File: config.mk
export PLATFORM = sky130hd
export DESIGN_NAME = loop_master
export DESIGN_NICKNAME = d
export VERILOG_FILES = /design/src/rtl/lm_pkg.sv /design/src/rtl/lm_timer.sv /design/src/rtl/lm_handoff.sv /design/src/rtl/lm_comm.sv /design/src/rtl/loop_master.sv
export SDC_FILE = /design/constraint.sdc
export NUM_CORES = 1
export LEC_CHECK = 0
export ABC_CLOCK_PERIOD_IN_PS = 3500
export BUFFER_PORTS_ARGS = -buffer_cell sky130_fd_sc_hd__buf_4
export CAP_MARGIN = 20
export CORE_MARGIN = 2
export CORE_UTILIZATION = 55
export CTS_CLUSTER_DIAMETER = 100
export DETAILED_ROUTE_END_ITERATION = 16
export GPL_TIMING_DRIVEN = 0
export PLACE_DENSITY = 0.86
export SYNTH_ARGS = -nofsm -noshare
export SYNTH_HDL_FRONTEND = slang
export SYNTH_HIERARCHICAL = 1
export SYNTH_SLANG_ARGS = --single-unit
File: constraint.sdc
create_clock -name clk -period 3.5 [get_ports clk]
set_input_delay 0 -clock clk [delete_from_list [all_inputs] [get_ports clk]]
set_output_delay 0 -clock clk [all_outputs]
set_load 0.02 [all_outputs]
File: src/rtl/lm_pkg.sv
`timescale 1ns/1ps
// Shared types for the loop master.
// Assumes nothing beyond the standard language.
package lm_pkg;
    typedef enum logic [1:0] {
        ENG_IDLE = 2'd0,
        ENG_SEND = 2'd1,
        ENG_RECV = 2'd2
    } eng_state_t;
endpackage

File: src/rtl/lm_timer.sv
`timescale 1ns/1ps
// Period counter producing one iteration tick per period.
// Assumes: period is sampled only at a tick; 0 behaves as 1; while not
// running the counter rests at zero so the first running cycle ticks.
module lm_timer #(
    parameter int CNT_W = 24
) (
    input  logic             clk,
    input  logic             rst_n,
    input  logic             run_i,
    input  logic [CNT_W-1:0] period_i,
    output logic             tick_o
);
    localparam logic [CNT_W-1:0] ONE = CNT_W'(1);

    logic [CNT_W-1:0] remain_q;

    assign tick_o = run_i && (remain_q == '0);

    // Count down; reload from the period register at each tick boundary.
    always_ff @(posedge clk) begin
        if (!rst_n || !run_i) begin
            remain_q <= '0;
        end else if (tick_o) begin
            remain_q <= (period_i == '0) ? '0 : period_i - ONE;
        end else begin
            remain_q <= remain_q - ONE;
        end
    end
endmodule

File: src/rtl/lm_handoff.sv
`timescale 1ns/1ps
// Turns ticks into trigger pulses and handoff toggles; decides lateness.
// Assumes: the engine copies the toggle into seen_i when it starts, and
// busy_i is high from then until the iteration completes. At most one
// iteration is owed; further late ticks merge into it.
module lm_handoff #(
    parameter int LATE_W = 32
) (
    input  logic              clk,
    input  logic              rst_n,
    input  logic              tick_i,
    input  logic              busy_i,
    input  logic              seen_i,
    output logic              trig_o,
    output logic              tgl_o,
    output logic              tag_o,
    output logic [LATE_W-1:0] late_cnt_o
);
    localparam logic [LATE_W-1:0] ONE = LATE_W'(1);

    logic trig_q, tgl_q, tag_q, owed_q;
    logic [LATE_W-1:0] late_q;
    logic engaged;

    // Engine counts as engaged from the toggle until it returns to idle.
    assign engaged = busy_i || (tgl_q != seen_i);

    // External trigger: one cycle after each tick.
    always_ff @(posedge clk) begin
        if (!rst_n) trig_q <= 1'b0;
        else        trig_q <= tick_i;
    end

    // Toggle issue, owed-iteration tracking and late counting.
    always_ff @(posedge clk) begin
        if (!rst_n) begin
            tgl_q  <= 1'b0;
            tag_q  <= 1'b0;
            owed_q <= 1'b0;
            late_q <= '0;
        end else if (tick_i) begin
            if (!engaged && !owed_q) begin
                tgl_q <= ~tgl_q;
                tag_q <= 1'b0;
            end else begin
                owed_q <= 1'b1;
                if (late_q != '1) late_q <= late_q + ONE;
                if (!engaged) begin
                    tgl_q <= ~tgl_q;
                    tag_q <= 1'b1;
                end
            end
        end else if (owed_q && !engaged) begin
            tgl_q  <= ~tgl_q;
            tag_q  <= 1'b1;
            owed_q <= 1'b0;
        end
    end

    assign trig_o     = trig_q;
    assign tgl_o      = tgl_q;
    assign tag_o      = tag_q;
    assign late_cnt_o = late_q;
endmodule

File: src/rtl/lm_comm.sv
`timescale 1ns/1ps
// Communication engine: one iteration per handoff toggle change.
// Sends N_OUT words, then receives N_IN words, then sets the interrupt.
// Assumes: N_OUT, N_IN >= 1, DATA_W > 8; transfers block without limit.
module lm_comm
    import lm_pkg::*;
#(
    parameter int DATA_W = 32,
    parameter int N_OUT  = 4,
    parameter int N_IN   = 3,
    parameter int IDX_W  = 3
) (
    input  logic              clk,
    input  logic              rst_n,
    input  logic              tgl_i,
    input  logic              tag_i,
    output logic              seen_o,
    output logic              busy_o,
    output logic              tx_valid_o,
    input  logic              tx_ready_i,
    output logic [DATA_W-1:0] tx_data_o,
    input  logic              rx_valid_i,
    output logic              rx_ready_o,
    input  logic [DATA_W-1:0] rx_data_i,
    output logic              in_valid_o,
    output logic [IDX_W-1:0]  in_idx_o,
    output logic [DATA_W-1:0] in_data_o,
    output logic              irq_o,
    input  logic              irq_ack_i
);
    localparam logic [IDX_W-1:0]  LAST_TX = IDX_W'(N_OUT - 1);
    localparam logic [IDX_W-1:0]  LAST_RX = IDX_W'(N_IN - 1);
    localparam logic [IDX_W-1:0]  IDX_ONE = IDX_W'(1);
    localparam logic [DATA_W-2:0] SEQ_ONE = (DATA_W-1)'(1);

    eng_state_t        state_q;
    logic [IDX_W-1:0]  idx_q;
    logic [DATA_W-2:0] seq_q;
    logic              seen_q, late_q, irq_q;
    logic              in_v_q;
    logic [IDX_W-1:0]  in_idx_q;
    logic [DATA_W-1:0] in_data_q;
    logic [7:0]        idx8;
    logic              rx_hs, done;

    assign idx8       = 8'(idx_q);
    assign tx_valid_o = (state_q == ENG_SEND);
    assign rx_ready_o = (state_q == ENG_RECV);
    assign busy_o     = (state_q != ENG_IDLE);
    assign seen_o     = seen_q;
    assign tx_data_o  = (idx_q == '0) ? {seq_q, late_q}
                                      : {seq_q[DATA_W-9:0], idx8};
    assign rx_hs      = rx_ready_o && rx_valid_i;
    assign done       = rx_hs && (idx_q == LAST_RX);

    // Iteration sequencer: start on toggle change, send, receive.
    always_ff @(posedge clk) begin
        if (!rst_n) begin
            state_q <= ENG_IDLE;
            idx_q   <= '0;
            seq_q   <= '0;
            seen_q  <= 1'b0;
            late_q  <= 1'b0;
        end else begin
            case (state_q)
                ENG_IDLE: if (tgl_i != seen_q) begin
                    seen_q  <= tgl_i;
                    late_q  <= tag_i;
                    idx_q   <= '0;
                    state_q <= ENG_SEND;
                end
                ENG_SEND: if (tx_ready_i) begin
                    if (idx_q == LAST_TX) begin
                        idx_q   <= '0;
                        state_q <= ENG_RECV;
                    end else begin
                        idx_q <= idx_q + IDX_ONE;
                    end
                end
                ENG_RECV: if (rx_valid_i) begin
                    if (done) begin
                        idx_q   <= '0;
                        seq_q   <= seq_q + SEQ_ONE;
                        state_q <= ENG_IDLE;
                    end else begin
                        idx_q <= idx_q + IDX_ONE;
                    end
                end
                default: state_q <= ENG_IDLE;
            endcase
        end
    end

    // Interrupt level: set on completion, cleared by acknowledge.
    always_ff @(posedge clk) begin
        if (!rst_n)         irq_q <= 1'b0;
        else if (done)      irq_q <= 1'b1;
        else if (irq_ack_i) irq_q <= 1'b0;
    end

    // Forward each accepted inbound word for one cycle.
    always_ff @(posedge clk) begin
        if (!rst_n) begin
            in_v_q    <= 1'b0;
            in_idx_q  <= '0;
            in_data_q <= '0;
        end else begin
            in_v_q <= rx_hs;
            if (rx_hs) begin
                in_idx_q  <= idx_q;
                in_data_q <= rx_data_i;
            end
        end
    end

    assign irq_o      = irq_q;
    assign in_valid_o = in_v_q;
    assign in_idx_o   = in_idx_q;
    assign in_data_o  = in_data_q;
endmodule

File: src/rtl/loop_master.sv
`timescale 1ns/1ps
// Periodic loop master: timer, handoff/late logic and communication engine.
// Assumes: N_OUT, N_IN >= 1 and DATA_W > 8; synchronous active-low reset.
module loop_master #(
    parameter int DATA_W = 32,
    parameter int CNT_W  = 24,
    parameter int N_OUT  = 4,
    parameter int N_IN   = 3,
    parameter int LATE_W = 32,
    localparam int MAX_N = (N_OUT > N_IN) ? N_OUT : N_IN,
    localparam int IDX_W = $clog2(MAX_N + 1)
) (
    input  logic              clk,
    input  logic              rst_n,
    input  logic              run_i,
    input  logic [CNT_W-1:0]  period_i,
    output logic              trig_o,
    output logic              irq_o,
    input  logic              irq_ack_i,
    output logic              tx_valid_o,
    input  logic              tx_ready_i,
    output logic [DATA_W-1:0] tx_data_o,
    input  logic              rx_valid_i,
    output logic              rx_ready_o,
    input  logic [DATA_W-1:0] rx_data_i,
    output logic              in_valid_o,
    output logic [IDX_W-1:0]  in_idx_o,
    output logic [DATA_W-1:0] in_data_o,
    output logic [LATE_W-1:0] late_cnt_o
);
    logic tick, busy, seen, tgl, tag;

    lm_timer #(.CNT_W(CNT_W)) u_timer (
        .clk(clk), .rst_n(rst_n), .run_i(run_i),
        .period_i(period_i), .tick_o(tick)
    );

    lm_handoff #(.LATE_W(LATE_W)) u_handoff (
        .clk(clk), .rst_n(rst_n), .tick_i(tick), .busy_i(busy),
        .seen_i(seen), .trig_o(trig_o), .tgl_o(tgl), .tag_o(tag),
        .late_cnt_o(late_cnt_o)
    );

    lm_comm #(.DATA_W(DATA_W), .N_OUT(N_OUT), .N_IN(N_IN), .IDX_W(IDX_W)) u_comm (
        .clk(clk), .rst_n(rst_n), .tgl_i(tgl), .tag_i(tag),
        .seen_o(seen), .busy_o(busy),
        .tx_valid_o(tx_valid_o), .tx_ready_i(tx_ready_i), .tx_data_o(tx_data_o),
        .rx_valid_i(rx_valid_i), .rx_ready_o(rx_ready_o), .rx_data_i(rx_data_i),
        .in_valid_o(in_valid_o), .in_idx_o(in_idx_o), .in_data_o(in_data_o),
        .irq_o(irq_o), .irq_ack_i(irq_ack_i)
    );
endmodule

==> out/metrics.yaml, run 1 <==
status:
  status: "finished clean"
worst_setup_path:
  critPathRequiredTime_ns: 3.85
  startpoint_type: "register"
  r2r-start: "u_timer/remain_q[4]"
  reg2reg_depth: 11
  r2r-end: "u_handoff/late_cnt_o[23]"
  worstPathMaxFanout: 10
  cp_data_arrival_time_ns: 3.57
  critPathKind: "register to register"
  end_kind: "register"
  r2r_slack_ns: 0.28
worst_hold_path:
  holdPathEnd: "u_timer/remain_q[7]"
  worstHoldStart: "period_i[7]"
  hp-class: "input port to register"
  hold_path_depth: 4
routing:
  drt_iter0_markers: 675
  vias: 7878
  viasPerCell: 5.97
  ant_nets: 0
  drcViolationCount: 0
  drtPass1Iterations: 6
  wl_per_cell_um: 17.1
  drt-total-wl_um: 22600
floorplan:
  rows: 42
  die_h_um: 120
  start_util_pct: 56.1
  coreArea_um2: 13100
  die_area_um2: 14300
  fp.dieW_um: 120
  ios: 166
placed_design:
  gp_congestion: 0.868
  pre_cts_ws_ns: 0.321
  hpwl_um: 14100
  io_buffers: 164
  dp_cells: 1232
timing:
  relSlewSlack_pct: 36.8
  hold_ws_ns: 0.00576
  period_share_pct: 92.0
  hold_violations: 0
  worstMarginPinSlew_ns: 0.934
  fin_crit_ns: 3.22
  fmax_mhz: 311
  fin_skew_ns: 0.00930
  setup_viol: 0
  fin_setup_tns_ns: 0
  drv_slew: 0
  finalWorstSetupSlack_ns: 0.281
  rsz0062_at_grt: "no"
global_routing:
  top_usage_layer: "met2"
  grt_pass1_vias: 7563
  gr-usage-met1_pct: 39.0
  antenna_found_initial: 0
  overflow: 0
  grt_max_degree: 17
  grt_first_pass_wirelength_um: 36500
  grt_util_met2_pct: 52.4
  use_met3_pct: 6.32
  grt_usage_pct: 31.2
synthesis:
  synth-edff-count: 0
  avgSynthCellArea_um2: 8.26
  synth_fp_nets: 969
  synth.distinct_cells: 67
  synth-seq-cells: 135
  ys_warn_count: 6
  synth_cells: 892
  ys.flop_type: "dfxtp_1"
  synth_top_area_cell: "dfxtp_1"
  ys_seq_area_share_pct: 36.7
  synthArstFlopShare_pct: 0
  yosysTopAreaCellShare_pct: 36.7
  synthesis.area_um2: 7370
  yosys-top-cells-area: "dfxtp_1 37%, nand2_1 6.7%, a21oi_1 6.0%"
clocking:
  post_cts_buffers: 0
  cts-root-buf: "clkbuf_16"
  cts_tree: "done"
  cts_resized: 0
  clock_latency_ns: 0.42
  hold_buffers: 56
  cts_buffers: 17
  clockBufferDepth: 2
  cts.sinks: 135
  clk_pin_slew_worst_paths_ns: 0.06
  htreeDepth: 4
layout:
  n_antenna_cell: 0
  final_util_pct: 76.1
  drive_gt1_share_pct: 23.2
  area.growth.synth_to_final_pct: 35.8
  final_cell_mix: "168 x buf_4, 135 x dfxtp_1, 131 x nand2_1"
  final_common_cell: "buf_4"
  final_nets: 1208
  nFillCells: 912
  final_cells: 1320
pwr:
  ir_worst_vdd_mv: 0.398
  leakagePower_nw: 3.87
  p_per_area_nw_per_um2: 577
flow_run:
  max_cap_viol_count: 0
registers in the layout, indices dropped and copies added (netlist names):
signal,count
u_handoff/tag_o,1
u_comm/seq_q,31
u_handoff/tgl_o,1
u_comm/irq_o,1
u_comm/state_q,2
u_timer/remain_q,24
u_comm/in_idx_o,3
u_handoff/owed_q,1
u_handoff/trig_o,1
u_comm/late_q,1
u_comm/idx_q,3
u_comm/seen_o,1
u_handoff/late_cnt_o,32
u_comm/in_data_o,32
u_comm/in_valid_o,1
Yosys cell counts, types with 3 or more instances:
cell and count:
xnor2_1 36, nor4_2 5, and3_1 8, o21ai_1 6, ha_1 15, o31ai_1 24, clkbuf_1 28, and4_1 5
o31a_1 5, o21ai_0 27, nand2_1 131, buf_6 5, nor3_1 17, mux2i_1 8, nor2_1 50, or2_2 3
nand3_1 32, xor2_1 14, nor4_1 18, mux2_2 24, o22ai_1 7, nand4_1 27, dfxtp_1 135, nand2b_1 11
a22oi_1 9, or3_1 24, or4_1 26, o21a_1 6, nand4_2 5, nand4b_1 3, and2_1 10, inv_1 24
nand3b_1 3, buf_4 4, buf_2 6, o211ai_1 5, a21oi_1 89
cells by family (layout without fill, tap and decap cells):
kind of cell	count (synthesis)	count (layout)	synth area share, %
AO/OA/AOI/OAI	193	193	16.2
flip-flops	135	135	36.7
adder cells (fa/ha/maj)	15	15	2.55
multiplexers	32	32	4.75
AND/OR/NAND/NOR	396	396	29.4
buffers and inverters	71	323	4.47
XOR/XNOR	50	50	5.94
per-stage QoR:
stage	power [W]	area (µm²)
after floorplan	0.00333	7370
after global placement	0.00371	8820
after detailed placement	0.00375	8820
after CTS	0.00574	10000
after global routing	0.00611	10000
final	0.00577	10000
power by group:
| group | leakage (nW) | switching, W | internal [W] | total, W |
|---|---|---|---|---|
| combinational | 2.48 | 0.00110 | 0.000905 | 0.00200 |
| sequential | 1.09 | 0.000182 | 0.00170 | 0.00188 |
| clock | 0.299 | 0.000731 | 0.00116 | 0.00189 |
| total | 3.87 | 0.00201 | 0.00376 | 0.00577 |
worst max-delay path, cell delays in order, from the launching register on:
cell and delay [ns]:
dfxtp_1 0.37, nor4_4 0.50, nand4_1 0.20, or3_1 0.41, buf_2 0.18, inv_1 0.22, o31a_1 0.28, o31ai_4 0.13
buf_6 0.16, buf_6 0.14, nor4_1 0.32, mux2i_1 0.22
final cells by class:
class                      instances  area, µm²  share of cell area (%)
clock buffer                      18        439                    4.39
tap                              176        220                    2.20
buffer                            46        235                    2.35
timing repair buffer             220       1790                    17.9
sequential                       135       2700                    27.0
multi-input combinational        686       4340                    43.4
inverter                          25       93.8                   0.938
clock inverter                    14        184                    1.84
worst max path at each step:
stage,to,cells past startpoint,from,slack [ns]
after detailed placement,u_handoff/late_cnt_o[23],11,u_timer/remain_q[4],0.32
after floorplan,u_handoff/late_cnt_o[27],10,u_timer/remain_q[4],0.75
after global placement,u_handoff/late_cnt_o[23],11,u_timer/remain_q[4],0.35
after global routing,u_handoff/late_cnt_o[23],11,u_timer/remain_q[4],0.02
final,u_handoff/late_cnt_o[23],11,u_timer/remain_q[4],0.28
after CTS,u_handoff/late_cnt_o[23],11,u_timer/remain_q[4],0.30
routing by layer:
metal | up-vias | routed length, µm
met1 | 3780 | 9410
met5 | - | 0
met4 | 0 | 611
met3 | 53 | 1400
li1 | 3729 | -
met2 | 316 | 11200
(Power assumes the default switching activity.)
==> run 2: changes to the inputs <==
--- a/config.mk
+++ b/config.mk
@@ -11,9 +11,10 @@
 export CORE_MARGIN = 2
 export CORE_UTILIZATION = 55
 export CTS_CLUSTER_DIAMETER = 100
+export CTS_CLUSTER_SIZE = 28
 export DETAILED_ROUTE_END_ITERATION = 16
 export GPL_TIMING_DRIVEN = 0
-export PLACE_DENSITY = 0.86
+export PLACE_DENSITY = 0.9
 export SYNTH_ARGS = -nofsm -noshare
 export SYNTH_HDL_FRONTEND = slang
 export SYNTH_HIERARCHICAL = 1
==> out/metrics.yaml, run 2 (synthesis results as in run 1) <==
worst_setup_path:
  crit_cells: 10
  startpoint_type: "register"
  end_kind: "register"
  worst-path-buf-inv: 3
  cp_data_arrival_time_ns: 3.56
  crit_chain: "nor4_4 -> nand4_1 -> or3_1 -> buf_2 -> inv_1 -> o31a_1 -> o31ai_4 -> buf_6 -> or4_1 -> a21oi_1"
  critPathTopFamily: "simple AND/OR/NAND/NOR gates"
  critPathKind: "register to register"
  worstSetupStartpoint: "u_timer/remain_q[4]"
  critical_path.max_stage_delay_ns: 0.53
  reg2reg_depth: 10
  worstPathMaxFanout: 10
  critPathRequiredTime_ns: 3.84
  crit_path_top_delay_cell: "nor4_4"
  r2r-start: "u_timer/remain_q[4]"
layout:
  area.growth.synth_to_final_pct: 35.6
  n_antenna_cell: 0
  final_cells: 1320
  final_cell_mix: "168 x buf_4, 135 x dfxtp_1, 131 x nand2_1"
  final_common_cell: "buf_4"
  drive_gt1_share_pct: 23.1
  final_nets: 1208
  nFillCells: 985
routing:
  drt-total-wl_um: 22400
  wl_per_cell_um: 17.0
  drt_iter0_markers: 747
  vias: 7887
  drtPass1Iterations: 5
  viasPerCell: 5.98
  ant_nets: 0
  drcViolationCount: 0
worst_hold_path:
  hp-class: "input port to register"
  hold_path_depth: 5
  worstHoldStart: "period_i[6]"
floorplan:
  die_h_um: 120
  rows: 42
  ios: 166
  coreArea_um2: 13100
  start_util_pct: 56.1
  fp.dieW_um: 120
  die_area_um2: 14300
pwr:
  p_sw_share_pct: 35.0
  ir_worst_vdd_mv: 0.369
  leakagePower_nw: 3.87
  p_switching_w: 0.00202
  clkPwrFrac_pct: 32.4
  combPwrFrac_pct: 35.2
  p_seq_share_pct: 32.5
  p_per_area_nw_per_um2: 578
  p_int_w: 0.00375
global_routing:
  grt_pass1_vias: 7440
  grt_usage_pct: 30.8
  grt_first_pass_wirelength_um: 36000
  overflow: 0
  antenna_found_initial: 0
  grt_max_degree: 17
timing:
  fin_skew_ns: 0.0132
  rsz0062_at_grt: "no"
  fin_crit_ns: 3.22
  fmax_mhz: 311
  hold_ws_ns: 0.00923
  relSlewSlack_pct: 37.4
  drv_slew: 0
  worstMarginPinSlew_ns: 0.931
  setup_viol: 0
  hold_violations: 0
  period_share_pct: 92.0
  fin_setup_tns_ns: 0
placed_design:
  dp_cells: 1232
  hpwl_um: 14400
  gp_congestion: 0.907
  io_buffers: 164
clocking:
  clk_pin_slew_worst_paths_ns: 0.06
  post_cts_buffers: 0
  cts_resized: 0
  cts.sinks: 135
  clockBufferDepth: 2
  clock_latency_ns: 0.42
  cts-root-buf: "clkbuf_16"
  htreeDepth: 4
  cts_buffers: 17
  cts_tree: "done"
status:
  status: "finished clean"
flow_run:
  max_cap_viol_count: 0
## run 2: changes by cell type in the layout (fill, tap and decap cells not counted)
cell and change:
inv_6 -4, clkbuf_1 +1, clkinv_2 +1, clkinvlp_4 +1
clkinv_4 +1
## run 2: final timing paths
kind,endpoint,slack [ns]
setup reg to reg,u_handoff/late_cnt_o[29],0.28
setup / recovery,u_handoff/late_cnt_o[29],0.28
hold reg to reg,u_comm/in_data_o[0],0.45
hold / removal,u_timer/remain_q[6],0.009
## run 2: stage by stage
stage | total power [W] | cell area (µm²) | utilization, % | setup slack, ns
after detailed placement | 0.00377 | 8820 | 67.1 | 0.343
after CTS | 0.00573 | 9990 | 76.1 | 0.324
final | 0.00577 | 9990 | 76.1 | 0.281
after global placement | 0.00371 | 8820 | 67.1 | 0.394
after global routing | 0.00606 | 9990 | 76.1 | 0.0300
after floorplan | 0.00333 | 7370 | - | 0.746
## run 2: metal layers
layer	vias to the layer above	track usage (%)	share of wire [%]
met5	-	0	0
met4	0	11.2	2.5
met3	53	6.65	7.1
met2	346	53.9	51
met1	3763	37.0	40
li1	3725	-	-
## run 2: worst register-to-register path, delay by kind of cell (launching register included)
| kind | cells | cell delay [ns] |
|---|---|---|
| AND/OR/NAND/NOR | 4 | 1.67 |
| AO/OA/AOI/OAI | 3 | 0.55 |
| buffers and inverters | 3 | 0.55 |
| flip-flops | 1 | 0.37 |
## run 2: cell type report
cell class	count	area [µm²]	area share, %
clock buffers	19	443	4.43
flip-flops and latches	135	2700	27.0
clock inverters	13	170	1.70
inverters	25	93.8	0.939
multi-input cells	686	4340	43.4
well taps	176	220	2.20
repair buffers	220	1790	17.9
plain buffers	46	235	2.35
## run 2: repair_timing
item                       CTS  global route
setup endpoints to repair    0             0
hold buffers                56             0
hold endpoints to repair    48             0
## run 2: power groups by stage
| stage | Combinational [W] | Clock [W] | Sequential, W |
|---|---|---|---|
| finish | 0.00203 | 0.00187 | 0.00188 |
| CTS | 0.00198 | 0.00188 | 0.00187 |
| detailed placement | 0.00186 | 0 | 0.00190 |
| floorplan | 0.00144 | 0 | 0.00189 |
| global placement | 0.00182 | 0 | 0.00189 |
| global route | 0.00221 | 0.00195 | 0.00189 |
==> run 3: changes to the inputs <==
--- a/config.mk
+++ b/config.mk
@@ -14,7 +14,7 @@
 export CTS_CLUSTER_SIZE = 28
 export DETAILED_ROUTE_END_ITERATION = 16
 export GPL_TIMING_DRIVEN = 0
-export PLACE_DENSITY = 0.9
+export PLACE_DENSITY = 0.84
 export SYNTH_ARGS = -nofsm -noshare
 export SYNTH_HDL_FRONTEND = slang
 export SYNTH_HIERARCHICAL = 1
==> out/metrics.yaml, run 3 (synthesis results as in run 1) <==
status:
  status: "finished clean"
global_routing:
  overflow: 0
  grt_usage_pct: 31.0
  use_met3_pct: 6.65
  top_usage_layer: "met2"
  grt_first_pass_wirelength_um: 36100
  antenna_found_initial: 0
  grt_max_degree: 17
  grt_pass1_vias: 7520
  gr-usage-met1_pct: 37.3
  grt_util_met2_pct: 53.3
layout:
  area.growth.synth_to_final_pct: 34.9
  final_cell_mix: "168 x buf_4, 135 x dfxtp_1, 131 x nand2_1"
  n_antenna_cell: 0
  nFillCells: 937
  final_common_cell: "buf_4"
  drive_gt1_share_pct: 23.0
  final_nets: 1211
clocking:
  cts.sinks: 135
  cts-root-buf: "clkbuf_16"
  cts_buffers: 17
  post_cts_buffers: 0
  htreeDepth: 4
  cts_tree: "done"
  clk_pin_slew_worst_paths_ns: 0.06
  clock_latency_ns: 0.43
  clockBufferDepth: 2
worst_setup_path:
  cpMostUsedCell: "buf_6"
  end_kind: "register"
  critPathKind: "register to register"
  startpoint_type: "register"
  crit_chain: "nor4_4 -> nand4_1 -> or3_1 -> buf_2 -> inv_1 -> o31a_1 -> o31ai_4 -> buf_6 -> buf_6 -> nor4_1 -> mux2i_1"
  cp_data_arrival_time_ns: 3.62
  critical_path.max_stage_delay_ns: 0.50
  worstPathMaxFanout: 10
  critPathRequiredTime_ns: 3.86
  crit_path_top_delay_cell: "nor4_4"
placed_design:
  gp_congestion: 0.917
  io_buffers: 164
  hpwl_um: 14300
timing:
  fmax_mhz: 306
  drv_slew: 0
  fin_setup_tns_ns: 0
  rsz0062_at_grt: "no"
  worstMarginPinSlew_ns: 0.952
  fin_skew_ns: 0.0138
  hold_ws_ns: 0.0568
  fin_crit_ns: 3.27
  hold_violations: 0
  setup_viol: 0
  relSlewSlack_pct: 35.5
  period_share_pct: 93.4
pwr:
  ir_worst_vdd_mv: 0.344
  leakagePower_nw: 3.84
  p_per_area_nw_per_um2: 556
  fin_total_pwr_w: 0.00552
worst_hold_path:
  hp-class: "input port to register"
floorplan:
  rows: 42
  ios: 166
  die_h_um: 120
  start_util_pct: 56.1
  fp.dieW_um: 120
  die_area_um2: 14300
  coreArea_um2: 13100
routing:
  wl_per_cell_um: 16.9
  viasPerCell: 5.93
  drt-total-wl_um: 22400
  vias: 7844
  drtPass1Iterations: 5
  ant_nets: 0
  drt_iter0_markers: 685
  drcViolationCount: 0
flow_run:
  max_cap_viol_count: 0
[run 3: repair_timing]
item | CTS | global route
resized for setup | 0 | 0
hold endpoints to repair | 51 | 0
hold buffers | 59 | 0
setup endpoints to repair | 0 | 2
[run 3: area by class of cell]
| cell class | instances | area [µm²] | share of cell area, % |
|---|---|---|---|
| well taps | 176 | 220 | 2.21 |
| clock buffers | 18 | 429 | 4.32 |
| flip-flops and latches | 135 | 2700 | 27.2 |
| multi-input cells | 686 | 4340 | 43.6 |
| repair buffers | 223 | 1820 | 18.3 |
| clock inverters | 14 | 103 | 1.03 |
| inverters | 25 | 93.8 | 0.944 |
| plain buffers | 46 | 235 | 2.37 |
[run 3: metal layers]
layer,vias up,wire length [µm],share of wire [%]
li1,3736,-,-
met1,3717,9250,41
met2,325,11100,49
met3,66,1310,5.8
met4,0,772,3.4
met5,-,0,0
[run 3: where the power goes]
| group | internal, W | leakage, nW | switching, W |
|---|---|---|---|
| Sequential | 0.00170 | 1.09 | 0.000178 |
| Clock | 0.000907 | 0.253 | 0.000709 |
| Combinational | 0.000907 | 2.50 | 0.00113 |
[run 3: per-stage QoR]
stage	instance area (µm²)	std cells	worst slack (ns)	utilization [%]
floorplan	7370	892	0.746	-
global placement	8820	1232	0.368	67.1
detailed placement	8820	1232	0.250	67.1
CTS	9940	1323	0.230	75.7
global route	9940	1323	0.00985	75.7
finish	9940	1323	0.232	75.7
[run 3: path summary, 6_finish.rpt]
kind / from / endpoint / slack (ns) / cells past startpoint
setup / recovery: u_timer/remain_q[5] / u_handoff/late_cnt_o[23] / 0.23 / 11
hold / removal: run_i / u_timer/remain_q[3] / 0.06 / 3
setup reg to reg: u_timer/remain_q[5] / u_handoff/late_cnt_o[23] / 0.23 / 11
hold reg to reg: u_comm/in_data_o[31] / u_comm/in_data_o[31] / 0.46 / 2
[run 3: critical path: cells and delay by family (launching register included)]
kind            cells  cell delay [ns]
flops               1             0.37
simple gates        4             1.46
buf+inv             4             0.71
compound gates      2             0.42
mux                 1             0.22
